--- src/rtl/pwr_strap_pkg.sv ---
package pwr_strap_pkg;
  localparam int CODE_W = 3;
  localparam int CLS_W  = 4;

  typedef logic [CLS_W-1:0] cls_t;

  typedef struct packed {
    cls_t max_cls;
    logic quad;
    logic bad;
  } strap_cfg_t;

  function automatic strap_cfg_t decode_straps(input logic [CODE_W-1:0] code, input logic span);
    strap_cfg_t r;
    r = '0;
    if (code[CODE_W-1]) begin
      r.max_cls = cls_t'(code) + cls_t'(1);
      r.quad    = 1'b1;
    end else if (code == 3'b011) begin
      if (span) begin
        r.max_cls = cls_t'(4);
        r.quad    = 1'b1;
      end else begin
        r.bad = 1'b1;
      end
    end else begin
      r.max_cls = cls_t'(code) + cls_t'(2);
    end
    return r;
  endfunction
endpackage

--- src/rtl/strap_sampler.sv ---
module strap_sampler
  import pwr_strap_pkg::*;
(
  input  logic              clk,
  input  logic              rst_n,
  input  logic [CODE_W-1:0] strap_code,
  input  logic              span_strap,
  input  logic              uvlo_clear,
  input  logic              otemp_clear,
  output logic              take_evt,
  output logic              snap_new,
  output logic [CODE_W-1:0] snap_code,
  output logic              snap_span
);
  logic boot_pend;

  assign take_evt = boot_pend | uvlo_clear | otemp_clear;

  always_ff @(posedge clk or negedge rst_n) begin
    if (!rst_n) begin
      boot_pend <= 1'b1;
      snap_new  <= 1'b0;
      snap_code <= '0;
      snap_span <= 1'b0;
    end else begin
      boot_pend <= 1'b0;
      snap_new  <= take_evt;
      if (take_evt) begin
        snap_code <= strap_code;
        snap_span <= span_strap;
      end
    end
  end


  snap_hold_chk: assert property (@(posedge clk) disable iff (!rst_n)
    !take_evt |=> ($stable(snap_code) && $stable(snap_span)));
endmodule

--- src/rtl/cfg_decoder.sv ---
module cfg_decoder
  import pwr_strap_pkg::*;
(
  input  logic              clk,
  input  logic              rst_n,
  input  logic              take_evt,
  input  logic              snap_new,
  input  logic [CODE_W-1:0] snap_code,
  input  logic              snap_span,
  output logic              cfg_valid,
  output cls_t              max_class,
  output logic              four_pair,
  output logic              cfg_error
);
  strap_cfg_t dec;

  always_comb dec = decode_straps(snap_code, snap_span);

  always_ff @(posedge clk or negedge rst_n) begin
    if (!rst_n) begin
      cfg_valid <= 1'b0;
      max_class <= '0;
      four_pair <= 1'b0;
      cfg_error <= 1'b0;
    end else begin
      if (snap_new) begin
        max_class <= dec.max_cls;
        four_pair <= dec.quad;
        cfg_error <= dec.bad;
      end
      if (take_evt)      cfg_valid <= 1'b0;
      else if (snap_new) cfg_valid <= 1'b1;
    end
  end


  valid_after_snap_chk: assert property (@(posedge clk) disable iff (!rst_n)
    (snap_new && !take_evt) |=> cfg_valid);

  reserved_clean_chk: assert property (@(posedge clk) disable iff (!rst_n)
    cfg_error |-> (max_class == '0 && !four_pair));
endmodule

--- src/rtl/grant_stage.sv ---
module grant_stage
  import pwr_strap_pkg::*;
(
  input  logic clk,
  input  logic rst_n,
  input  logic usable,
  input  cls_t max_class,
  input  logic four_pair,
  input  logic req_valid,
  output logic req_ready,
  input  cls_t req_class,
  output logic grant_valid,
  input  logic grant_ready,
  output cls_t grant_class,
  output logic grant_four_pair
);
  cls_t granted;
  logic take;

  assign req_ready = usable && (!grant_valid || grant_ready);
  assign take      = req_valid && req_ready;
  assign granted   = (req_class > max_class) ? max_class : req_class;

  always_ff @(posedge clk or negedge rst_n) begin
    if (!rst_n) begin
      grant_valid     <= 1'b0;
      grant_class     <= '0;
      grant_four_pair <= 1'b0;
    end else if (take) begin
      grant_valid     <= 1'b1;
      grant_class     <= granted;
      grant_four_pair <= four_pair && (granted >= cls_t'(4));
    end else if (grant_ready) begin
      grant_valid     <= 1'b0;
    end
  end


  no_overgrant_chk: assert property (@(posedge clk) disable iff (!rst_n)
    take |=> (grant_class <= $past(max_class)));

  quad_class_chk: assert property (@(posedge clk) disable iff (!rst_n)
    (grant_valid && grant_four_pair) |-> (grant_class >= cls_t'(4)));

  stall_hold_chk: assert property (@(posedge clk) disable iff (!rst_n)
    (grant_valid && !grant_ready) |=> (grant_valid && $stable(grant_class) && $stable(grant_four_pair)));
endmodule

--- src/rtl/pwr_strap_cfg.sv ---
module pwr_strap_cfg
  import pwr_strap_pkg::*;
(
  input  logic       clk,
  input  logic       rst_n,
  input  logic [2:0] strap_code,
  input  logic       span_strap,
  input  logic       uvlo_clear,
  input  logic       otemp_clear,
  output logic       cfg_valid,
  output logic [3:0] max_class,
  output logic       four_pair,
  output logic       cfg_error,
  output logic       detect_en,
  input  logic       req_valid,
  output logic       req_ready,
  input  logic [3:0] req_class,
  output logic       grant_valid,
  input  logic       grant_ready,
  output logic [3:0] grant_class,
  output logic       grant_four_pair
);
  logic              take_evt, snap_new, snap_span;
  logic [CODE_W-1:0] snap_code;

  strap_sampler u_smp (
    .clk(clk), .rst_n(rst_n), .strap_code(strap_code), .span_strap(span_strap),
    .uvlo_clear(uvlo_clear), .otemp_clear(otemp_clear), .take_evt(take_evt),
    .snap_new(snap_new), .snap_code(snap_code), .snap_span(snap_span)
  );

  cfg_decoder u_dec (
    .clk(clk), .rst_n(rst_n), .take_evt(take_evt), .snap_new(snap_new),
    .snap_code(snap_code), .snap_span(snap_span), .cfg_valid(cfg_valid),
    .max_class(max_class), .four_pair(four_pair), .cfg_error(cfg_error)
  );

  assign detect_en = cfg_valid && !cfg_error;

  grant_stage u_gnt (
    .clk(clk), .rst_n(rst_n), .usable(detect_en), .max_class(max_class),
    .four_pair(four_pair), .req_valid(req_valid), .req_ready(req_ready),
    .req_class(req_class), .grant_valid(grant_valid), .grant_ready(grant_ready),
    .grant_class(grant_class), .grant_four_pair(grant_four_pair)
  );


  detect_gate_chk: assert property (@(posedge clk) disable iff (!rst_n)
    req_ready |-> (cfg_valid && !cfg_error));
endmodule

--- config.mk ---
export PLATFORM = sky130hd
export DESIGN_NAME = pwr_strap_cfg
export DESIGN_NICKNAME = d
export VERILOG_FILES = /design/src/rtl/pwr_strap_pkg.sv /design/src/rtl/strap_sampler.sv /design/src/rtl/cfg_decoder.sv /design/src/rtl/grant_stage.sv /design/src/rtl/pwr_strap_cfg.sv
export SDC_FILE = /design/constraint.sdc
export NUM_CORES = 1
export LEC_CHECK = 0
export BUFFER_PORTS_ARGS = -buffer_cell sky130_fd_sc_hd__buf_4
export CORE_MARGIN = 10
export CORE_UTILIZATION = 47
export DETAILED_ROUTE_END_ITERATION = 8
export PLACE_DENSITY = 0.74
export SLEW_MARGIN = 25
export SYNTH_ARGS = -nofsm -noshare
export SYNTH_HDL_FRONTEND = slang
export SYNTH_SLANG_ARGS = --single-unit
--- constraint.sdc ---
create_clock -name clk -period 5.7 [get_ports clk]
set_clock_uncertainty 0.2 [all_clocks]
set_input_delay 0.855 -clock clk [delete_from_list [all_inputs] [get_ports clk]]
set_output_delay 0.855 -clock clk [all_outputs]
set_load 0.05 [all_outputs]
* After elaboration in Yosys (flattened, before gate mapping)
Cells that the tools add are included.
Cells by class: $add $sub $neg 2, order comparisons 2, equality and inequality tests 1, muxes and demuxes 11, bitwise operators 2, reductions and logical operators 9
Operator list (number):
- 4-bit two-way mux | 3
- 1-bit two-way mux | 6
- 5-bit two-way mux | 1
- 3-bit by 1-bit adder with 4-bit output, second input constant | 1
- 3-bit by 2-bit adder with 4-bit output, second input constant | 1
- 4-bit by 3-bit greater-or-equal comparator with 1-bit output, second input constant | 1
- 4-bit greater-than comparator | 1
- 1-bit logical AND | 4
- 2-bit nonzero test | 2
- 3-bit by 2-bit == test with 1-bit output, second input constant | 1
- 1-bit logical NOT | 2
- 2-bit two-way mux | 1
- 1-bit bitwise OR | 2
- 1-bit logical OR | 1
Word-level totals: bits in registers 19, bits of input ports 14, output and inout bits 15

* Depth between registers and ports, before layout
Gate-level depths: netlist of the first run.
word-level depth 5, mapped depth 6, mapped depth without buffers 6

* Cells and area by module
A second synthesis of the first run with hierarchy kept.
Unflattened totals: cells, all modules 90, area, all modules 997.2 um^2
Modules (own cells, without submodules):
- grant_stage | instances 1, cells an instance 42, area an instance 414.1 um^2
- cfg_decoder | instances 1, cells an instance 34, area an instance 349.1 um^2
- strap_sampler | instances 1, cells an instance 13, area an instance 220.2 um^2
- pwr_strap_cfg | instances 1, cells an instance 1, area an instance 13.8 um^2

* Least setup slack after synthesis of the first run
No wires, ideal clock.
path type register to output, start register u_dec.cfg_valid, end output port req_ready, arrival time 2009 ps, data required time 4645 ps, path slack 2636 ps, cell stages (with the launch flop) 3, path through dfrtp_1 nor2b_1 and2_1
Between the ends: word-level cells in the longest chain between the ends 2
RTL lines:
- from (decl) | line cfg_decoder.sv:10 | output logic cfg_valid,
- from (signal assigned) | line cfg_decoder.sv:21 | cfg_valid <= 1'b0;
- from (signal assigned) | line cfg_decoder.sv:31 | if (take_evt) cfg_valid <= 1'b0;
- from (signal assigned) | line cfg_decoder.sv:32 | else if (snap_new) cfg_valid <= 1'b1;
- 1-bit logical AND | line pwr_strap_cfg.sv:38 | assign detect_en = cfg_valid && !cfg_error;
- via detect_en | line pwr_strap_cfg.sv:14 | output logic detect_en,
- 1-bit logical AND | line grant_stage.sv:20 | assign req_ready = usable && (!grant_valid || grant_ready);
- to (decl) | line pwr_strap_cfg.sv:16 | output logic req_ready,
The timed path passes the listed nets, and every way through them passes these cells.

* Final worst setup path of the first run
start input port grant_ready, end output port req_ready
Between the ends: word-level cells in the longest chain between the ends 2
RTL lines:
- from (decl) | line pwr_strap_cfg.sv:19 | input logic grant_ready,
- 1-bit logical OR | line grant_stage.sv:20
- 1-bit logical AND | line grant_stage.sv:20
No other way between the ends.

==> run_results.csv, run 1 <==
group,metric,value,unit
logic_synthesis,ys_seq_elements,19,
floorplanning,core,1960,um^2
placed_design,place_ws,3.10,ns
placed_design,gp_congestion,0.729,
logic_synthesis,synthDistinctLibCells,27,
route,num_vias,732,
run_status,status,"finished, final reports clean",
finish,final_layout_size_suffix_gt1_frac,0.344,
power,comb_power_share,0.403,
clock_network,clock_latency,0.30,ns
setup_path,cp_common_cell,"buf_4",
power,finalPower,396,uW
route,drc,0,
setup_path,end_kind,"output pin",
logic_synthesis,synth.top_cell.area_share,0.462,
setup_path,worstPathArrival,1.48,ns
clock_network,cts.sink_count,19,
timing,maxSlewViolCount,0,
power,swShare,0.403,
floorplanning,die_x,65.6,um
clock_network,htree_levels,1,
logic_synthesis,synth.cell_area,976,um^2
route,post_drt_wl_per_cell,13.3,um
power,internal-power,236,uW
setup_path,path_delay_family,"simple AND/OR/NAND/NOR gates",
floorplanning,die_height,65.6,um
setup_path,crit_buf_inv,2,
clock_network,ctsHoldBuffers,0,
clock_network,clock_path_buffers,2,
power,seqPwrFrac,0.426,
timing,rsz0062_at_grt,"no",
setup_path,crit_chain,"buf_4 -> nand2b_1 -> and2_1 -> buf_4",
logic_synthesis,yosysTopAreaCell,"dfrtp_1",
timing,period_share,0.445,
clock_network,cts_repair_resize_count,0,
route,ant_nets,0,
finish,syn_to_final_growth,26.5,%
power,vdd_drop_max,0.172,mV
hold_path,hold_path.class,"input pin to asynchronous set/reset pin",
clock_network,cts_tree,"done",
route,dr.pass1.iters,4,
setup_path,r2r_slack,3.62,ns
setup_path,startpoint_type,"input pin",
grt,antenna_found_initial,0,
clock_network,clk_pin_slew,0.11,ns
setup_path,required,4.64,ns
finish,final_cell_mix,"28 x buf_4, 18 x dfrtp_1, 13 x nor2_1",
setup_path,crit_type,"input pin to output pin",
timing,finalWorstSetupSlack,3.16,ns
route,via_per_inst,4.91,
floorplanning,dieArea,4300,um^2
grt,grt_overflow,0,
grt,grt_pass1_vias,731,
setup_path,critPathMaxFanout,3,
placed_design,port_buffers,28,
power,power_density,321,nW/um^2
route,drt-initial-drc-count,12,
power,switchingPower,160,uW
logic_synthesis,netlist_instances,93,
grt,grt_max_degree,20,
route,wirelength,1.98,mm
logic_synthesis,synth_warnings,0,
power,power_frac_clock,0.170,
timing,setup_viol,0,
grt,grt_pass1_wl,3.28,mm
logic_synthesis,syn_nets,114,
finish,multi_input_area,457,um^2
finish,antenna_cells,0,
clock_network,cts_buffers,3,
clock_network,cts_setup_buffers,0,
finish,final_common_cell,"buf_4",
timing,hold_viol_final,0,
setup_path,slowest_delay,0.19,ns
run,maxCapViolCount,0,
floorplanning,io_pins,29,
logic_synthesis,syn_avg_cell_area,10.5,um^2
placed_design,post-dp-hpwl,1.67,mm
finish,final_nets,144,
power,power.leakage,0.605,nW
floorplanning,start_util,0.497,
timing,max_freq,394,MHz
grt,grt_usage,0.0967,
floorplanning,rows,16,
finish,fillerInstances,171,
setup_path,slowest_stage,"buf_4",
timing,tns,0,ns
clock_network,cts-root-buf,"clkbuf_4",
timing,layout_min_cycle_time,2.54,ns
logic_synthesis,seq_area_frac_synth,0.488,
finish,regArea,477,um^2
logic_synthesis,synthTopCellsByArea,"dfrtp_1 46%, ha_1 9.0%, mux2i_1 5.1%",
[cell usage after synthesis, drive strengths merged]
master  instances
dfrtp          18
and3            2
o32ai           1
a31oi           1
mux2i           5
inv             8
o311ai          1
a21oi           9
nor3            3
nand2           3
nand3           2
nor2b           1
mux2            4
and4            1
clkbuf          3
nand3b          1
and2            1
conb            1
nand2b          2
nor2           13
a211oi          2
o21ai           3
dfstp           1
ha              7
[cell type report]
class | instances | area share
Clock inverter | 1 | 0.00405
Timing Repair Buffer | 28 | 0.170
Multi-Input combinational cell | 63 | 0.370
Inverter | 8 | 0.0243
Tap cell | 27 | 0.0274
Sequential cell | 19 | 0.386
Clock buffer | 3 | 0.0182
[per-layer routing]
layer  vias to the layer above  routed length (um)  GRT usage
li1                        375                   -          -
met1                       335                 809     0.0919
met2                        20                1040      0.177
met3                         2                 126     0.0424
met4                         0                  11     0.0401
met5                         -                   0          0
[metrics by stage]
step           instances  hold slack [ns]  utilization  instance area (um^2)
2_1_floorplan         93            0.326            -                   976
3_5_place_dp         145            0.300        0.615                  1210
4_1_cts              149            0.199        0.629                  1230
5_1_grt              149            0.192        0.629                  1230
6_report             149            0.203        0.629                  1230
3_3_place_gp         145            0.290        0.615                  1210
[power by group through the flow]
| stage | sequential, mW | clock, mW | combinational [mW] |
|---|---|---|---|
| 2_1_floorplan | 0.227 | 0 | 0.0544 |
| 3_3_place_gp | 0.172 | 0 | 0.158 |
| 3_5_place_dp | 0.172 | 0 | 0.162 |
| 4_1_cts | 0.169 | 0.0709 | 0.163 |
| 5_1_grt | 0.173 | 0.0767 | 0.171 |
| 6_report | 0.169 | 0.0675 | 0.160 |
[sequential cells by signal, summed over array words and instances (netlist names)]
name                   flops
u_dec.max_class            4
u_gnt.grant_class          4
u_smp.snap_code            3
u_dec.cfg_error            1
u_dec.cfg_valid            1
u_dec.four_pair            1
u_gnt.grant_four_pair      1
u_gnt.grant_valid          1
u_smp.boot_pend            1
u_smp.snap_new             1
u_smp.snap_span            1
[path summary, 6_finish.rpt]
| path | startpoint | end | cells past startpoint |
|---|---|---|---|
| min in group clk | u_gnt.grant_four_pair | u_gnt.grant_four_pair | 2 |
| hold / removal | rst_n | u_gnt.grant_class[2] | 1 |
| hold reg to reg | u_gnt.grant_four_pair | u_gnt.grant_four_pair | 2 |
| max in group asynchronous | rst_n | u_smp.boot_pend | 1 |
| setup reg to reg | u_dec.max_class[2] | u_gnt.grant_class[1] | 6 |
| setup / recovery | grant_ready | req_ready | 4 |
[cells by family after synthesis]
family / Yosys count / synth area share
and+or+nand+nor: 29 / 0.150
AOI/OAI and AO/OA: 17 / 0.127
DFF: 19 / 0.488
muxes: 9 / 0.0974
buffers and inverters: 11 / 0.0436
other: 1 / 0.00384
adders and majority gates: 7 / 0.0897
[worst reg2reg max path, stage by stage, from the launching register on]
cell      delay, ns
dfrtp_1        0.39
inv_1          0.08
ha_1           0.34
and4_4         0.22
a211oi_4       0.36
mux2i_1        0.28
a21oi_1        0.09
No activity file was read; power rests on OpenSTA's default activity.
==> inputs of run 2 (changes only) <==
--- a/config.mk
+++ b/config.mk
@@ -5,9 +5,10 @@
 export SDC_FILE = /design/constraint.sdc
 export NUM_CORES = 1
 export LEC_CHECK = 0
+export ABC_AREA = 1
 export BUFFER_PORTS_ARGS = -buffer_cell sky130_fd_sc_hd__buf_4
 export CORE_MARGIN = 10
-export CORE_UTILIZATION = 47
+export CORE_UTILIZATION = 45
 export DETAILED_ROUTE_END_ITERATION = 8
 export PLACE_DENSITY = 0.74
 export SLEW_MARGIN = 25
==> constraint.sdc (replaced) <==
create_clock -name clk -period 2.2 [get_ports clk]
set_clock_uncertainty 0.2 [all_clocks]
set_input_delay 0.33 -clock clk [delete_from_list [all_inputs] [get_ports clk]]
set_output_delay 0.33 -clock clk [all_outputs]
set_load 0.05 [all_outputs]
==> run_results.csv, run 2 <==
group,metric,value,unit
grt,grt_pass1_wl,3.55,mm
clock_network,cts-root-buf,"clkbuf_4",
logic_synthesis,synth_flop_cell,"dfrtp_1",
logic_synthesis,synth_common_cells,"34 x nand2_1, 18 x dfrtp_1, 18 x inv_1",
floorplanning,core,2000,um^2
timing,layout_min_cycle_time,1.92,ns
power,finalPower,1.01,mW
placed_design,gp_congestion,0.852,
route,via_per_inst,4.80,
power,power.leakage,0.694,nW
clock_network,clk_pin_slew,0.11,ns
logic_synthesis,netlist_instances,114,
grt,grt_overflow,0,
floorplanning,rows,16,
clock_network,ctsHoldBuffers,2,
clock_network,cts_setup_buffers,0,
floorplanning,io_pins,29,
finish,final_cell_mix,"34 x nand2_1, 28 x buf_4, 18 x inv_1",
floorplanning,start_util,0.488,
logic_synthesis,synth.top_cell.area_share,0.462,
setup_path,required,1.67,ns
placed_design,port_buffers,28,
route,dr.pass1.iters,4,
clock_network,cts_buffers,3,
timing,hold_viol_final,0,
power,power_density,810,nW/um^2
finish,final_nets,167,
finish,antenna_cells,0,
logic_synthesis,yosysMostFrequentCell,"nand2_1",
clock_network,clock_latency,0.29,ns
route,drt-initial-drc-count,45,
timing,rsz0062_at_grt,"no",
setup_path,critPathMaxFanout,2,
finish,syn_to_final_growth,27.8,%
setup_path,r2r_slack,0.43,ns
route,ant_nets,0,
clock_network,cts_repair_resize_count,0,
finish,fillerInstances,178,
route,wirelength,2.08,mm
setup_path,end_kind,"output pin",
hold_path,hold_path.class,"input pin to flop",
logic_synthesis,yosysTopAreaCell,"dfrtp_1",
logic_synthesis,syn_avg_cell_area,8.56,um^2
logic_synthesis,synth_warnings,0,
finish,final_common_cell,"nand2_1",
power,vdd_drop_max,0.452,mV
finish,multi_input_area,412,um^2
finish,final_layout_size_suffix_gt1_frac,0.255,
finish,largestRegisters,"u_dec.max_class: 4 flops, u_gnt.grant_class: 4 flops, u_smp.snap_code: 3 flops",
grt,grt_usage,0.0993,
floorplanning,dieArea,4430,um^2
logic_synthesis,synthTopCellsByArea,"dfrtp_1 46%, nand2_1 13%, ha_1 9.0%",
run_status,status,"finished, final reports clean",
setup_path,crit_type,"input pin to output pin",
timing,max_freq,520,MHz
timing,period_share,0.874,
setup_path,startpoint_type,"input pin",
timing,maxSlewViolCount,0,
route,drc,0,
grt,grt_pass1_vias,819,
finish,regArea,478,um^2
route,post_drt_wl_per_cell,12.1,um
logic_synthesis,synth_edf_count,0,
clock_network,clock_path_buffers,2,
floorplanning,die_height,66.6,um
clock_network,cts.sink_count,19,
run,maxCapViolCount,0,
clock_network,htree_levels,1,
placed_design,post-dp-hpwl,1.59,mm
logic_synthesis,syn_nets,135,
logic_synthesis,synth.cell_area,976,um^2
timing,setup_viol,0,
timing,tns,0,ns
logic_synthesis,synthDistinctLibCells,19,
route,num_vias,825,
grt,antenna_found_initial,0,
floorplanning,die_x,66.6,um
logic_synthesis,seq_area_frac_synth,0.488,
logic_synthesis,async_reset_ff_frac,1.00,
clock_network,cts_tree,"done",
finish,fin_util,0.623,
grt,grt_max_degree,20,
logic_synthesis,ys_seq_elements,19,
setup_path,worstPathArrival,1.39,ns
## run 2: changes by cell type after synthesis, sizes merged, moves of 5 or more
cell / delta
nand2: +31
mux2i: -5
a21oi: -5
nor2: -9
o21ai: +10
inv: +10
## run 2: final cells by class
cell class              instances  area share
flip-flops and latches         19       0.383
multi-input cells              74       0.330
repair buffers                 30       0.185
inverters                      18      0.0542
well taps                      27      0.0271
clock buffers                   4      0.0211
## run 2: path summary, 6_finish.rpt
check / cells after the start / end / startpoint
hold reg to reg: 2 / u_gnt.grant_class[1] / u_gnt.grant_class[1]
setup reg to reg: 12 / u_gnt.grant_four_pair / u_dec.max_class[1]
setup / recovery: 4 / req_ready / grant_ready
hold / removal: 3 / u_smp.snap_span / span_strap
max in group asynchronous: 2 / u_smp.boot_pend / rst_n
min in group asynchronous: 2 / u_gnt.grant_class[0] / rst_n
## run 2: metal layers
layer  track usage  part of all wire  vias to the layer above
met5             0                 0                        -
met4        0.0393            0.0091                        0
met3        0.0401             0.074                        4
met2         0.171              0.48                       22
met1         0.105              0.43                      370
li1              -                 -                      429
## run 2: logic make-up (layout without fill, tap and decap cells)
group / after synthesis / after routing / share of synthesized area
adders and majority gates: 7 / 7 / 0.0897
AOI/OAI and AO/OA: 21 / 21 / 0.121
and+or+nand+nor: 44 / 44 / 0.186
buffers and inverters: 21 / 52 / 0.0961
muxes: 1 / 1 / 0.0154
DFF: 19 / 19 / 0.488
other: 1 / 1 / 0.00384
## run 2: worst max-delay path, cell delays in order
cell           delay (ns)
dlygate4sd3_1        0.54
buf_4                0.13
o21a_2               0.20
buf_4                0.19
## run 2: power by group
part | switching (mW) | internal [mW]
combinational | 0.271 | 0.128
clock | 0.107 | 0.0706
sequential | 0.0342 | 0.400
## run 2: metrics by stage
stage	instances	worst slack (ns)	hold WS (ns)	area, um^2
after floorplan	114	0.0954	-0.166	983
after global placement	166	0.507	0.0158	1200
after detailed placement	166	0.458	0.0192	1200
after CTS	172	0.278	0.0265	1250
after global routing	172	0.242	0.0418	1250
final	172	0.276	0.0339	1250
==> inputs of run 3 (changes only) <==
--- a/config.mk
+++ b/config.mk
@@ -10,6 +10,7 @@
 export CORE_MARGIN = 10
 export CORE_UTILIZATION = 45
 export DETAILED_ROUTE_END_ITERATION = 8
+export HOLD_SLACK_MARGIN = 0.02
 export PLACE_DENSITY = 0.74
 export SLEW_MARGIN = 25
 export SYNTH_ARGS = -nofsm -noshare
==> constraint.sdc (replaced) <==
create_clock -name clk -period 1.6 [get_ports clk]
set_clock_uncertainty 0.2 [all_clocks]
set_input_delay 0.24 -clock clk [delete_from_list [all_inputs] [get_ports clk]]
set_output_delay 0.24 -clock clk [all_outputs]
set_load 0.05 [all_outputs]
==> run_results.csv, run 3 (synthesized netlist as in run 2, its figures left out) <==
group,metric,value,unit
run_status,status,"finished with violations",
run_status,violations,"negative setup slack",
power,vdd_drop_max,0.784,mV
floorplanning,core,2000,um^2
floorplanning,die_height,66.6,um
grt,grt_usage,0.110,
clock_network,clk_pin_slew,0.11,ns
clock_network,cts.sink_count,19,
route,wl_met2,1.22,mm
finish,final_common_cell,"buf_4",
finish,final_layout_size_suffix_gt1_frac,0.462,
finish,final_cell_mix,"35 x buf_4, 23 x nand2_1, 13 x inv_1, 13 x dfrtp_1, 11 x o21ai_0",
timing,setup_viol,1,
power,finalPower,1.53,mW
finish,antenna_cells,0,
grt,antenna_found_initial,0,
timing,maxSlewViolCount,0,
run,maxCapViolCount,0,
placed_design,post-dp-hpwl,1.69,mm
finish,fin_util,0.741,
clock_network,clock_latency,0.30,ns
timing,layout_min_cycle_time,1.60,ns
grt,grt_max_degree,20,
floorplanning,dieArea,4430,um^2
route,drc,0,
placed_design,place_ws,-0.0531,ns
setup_path,rr_worst_depth,12,
setup_path,slowest_delay,0.42,ns
finish,largestRegisters,"u_dec.max_class: 4 flops, u_gnt.grant_class: 4 flops, u_smp.snap_code: 3 flops",
clock_network,cts_buffers,3,
floorplanning,rows,16,
setup_path,path_delay_family,"simple AND/OR/NAND/NOR gates",
placed_design,dp.cells,172,
route,highest_layer,"met4",
finish,fillerInstances,147,
route,ant_nets,0,
grt,grt_pass1_wl,3.89,mm
setup_path,end_kind,"flop",
clock_network,cts_tree,"done",
floorplanning,start_util,0.488,
setup_path,crit_cells,12,
setup_path,startpoint_type,"flop",
setup_path,crit_chain,"inv_2 -> ha_4 -> nand2_2 -> inv_2 -> nand2_2 -> nand2_4 -> nand2_4 -> nand2_2 -> nand2_2 -> nand2_1 -> nand2_1 -> nand2_1",
power,power.leakage,0.764,nW
timing,hold_viol_final,0,
power,power_density,1030,nW/um^2
setup_path,cp_common_cell,"nand2_2",
floorplanning,die_x,66.6,um
route,wl_met3,171,um
timing,period_share,1.00,
setup_path,required,1.61,ns
hold_path,min_path_cells,3,
route,via_per_inst,4.90,
floorplanning,io_pins,29,
timing,rsz0062_at_grt,"yes",
finish,syn_to_final_growth,51.9,%
timing,max_freq,624,MHz
finish,regArea,483,um^2
route,wirelength,2.35,mm
setup_path,crit_type,"flop to flop",
route,post_drt_wl_per_cell,12.7,um
setup_path,slowest_stage,"dfrtp_2",
timing,hold-worst-slack,0.0641,ns
grt,grt_overflow,0,
route,num_vias,906,
clock_network,cts-root-buf,"clkbuf_4",
placed_design,gp_congestion,0.836,
route,dr.pass1.iters,6,
setup_path,worstPathArrival,1.61,ns
finish,multi_input_area,524,um^2
placed_design,port_buffers,28,
setup_path,critPathMaxFanout,6,
clock_network,htree_levels,1,
grt,grt_pass1_vias,926,
hold_path,hold_path.class,"input pin to flop",
route,drt-initial-drc-count,36,
finish,fin_cells,185,
clock_network,clock_path_buffers,2,
finish,final_nets,180,
timing,finalWorstSetupSlack,-0.00150,ns
route,drt-met1-wl,917,um
setup_path,crit_buf_inv,2,
[run 3: changes by cell type in the layout (fill, tap and decap cells not counted), sizes merged]
cell / before / now
buf: 28 / 36
dlygate4sd3: 2 / 6
clkbuf: 4 / 3
clkinv: 0 / 1
dlymetal6s4s: 0 / 1
[run 3: tightest hold or removal path, delay by kind of cell]
family	cells	cell delay, ns
simple gates	1	0.14
buf+inv	1	0.08
compound gates	1	0.07
[run 3: power breakdown]
| group | total [mW] | leakage [nW] | internal [mW] | switching [mW] |
|---|---|---|---|---|
| Combinational | 0.693 | 0.522 | 0.258 | 0.435 |
| Sequential | 0.599 | 0.225 | 0.552 | 0.0468 |
| Clock | 0.238 | 0.0177 | 0.0931 | 0.145 |
| Total | 1.53 | 0.764 | 0.904 | 0.627 |
[run 3: layer usage]
layer  track usage  up-vias
li1              -      452
met1         0.113      419
met2         0.193       29
met3        0.0418        6
met4        0.0497        0
met5             0        -
[run 3: what timing repair did]
action,4_1_cts,5_1_grt
gates cloned,0,0
pin swaps,5,9
hold buffers,7,0
setup endpoints to repair,6,7
gates resized for setup,12,14
buffers inserted,0,2
hold endpoints to repair,25,0
[run 3: worst paths after layout]
| kind | from | end | slack (ns) |
|---|---|---|---|
| max | u_dec.max_class[3] | u_gnt.grant_four_pair | -0.001 |
| min | uvlo_clear | u_smp.snap_code[2] | 0.06 |
| max reg2reg | u_dec.max_class[3] | u_gnt.grant_four_pair | -0.001 |
| min reg2reg | u_gnt.grant_class[0] | u_gnt.grant_class[0] | 0.28 |
| max in group asynchronous | rst_n | u_smp.boot_pend | 0.80 |
| min in group asynchronous | rst_n | u_dec.max_class[0] | 0.14 |
[run 3: layout make-up]
| cell class | instances | area share |
|---|---|---|
| clock buffers | 3 | 0.0152 |
| clock inverters | 1 | 0.00338 |
| inverters | 18 | 0.0456 |
| multi-input cells | 74 | 0.354 |
| flip-flops and latches | 19 | 0.326 |
| well taps | 27 | 0.0228 |
| repair buffers | 43 | 0.234 |
[run 3: per-stage QoR]
step / area, um^2 / setup TNS [ns]
floorplan: 1000 / -1.40
global placement: 1270 / -0.0293
detailed placement: 1270 / -0.0903
CTS: 1410 / -0.00630
global route: 1480 / -0.399
finish: 1480 / -0.00150
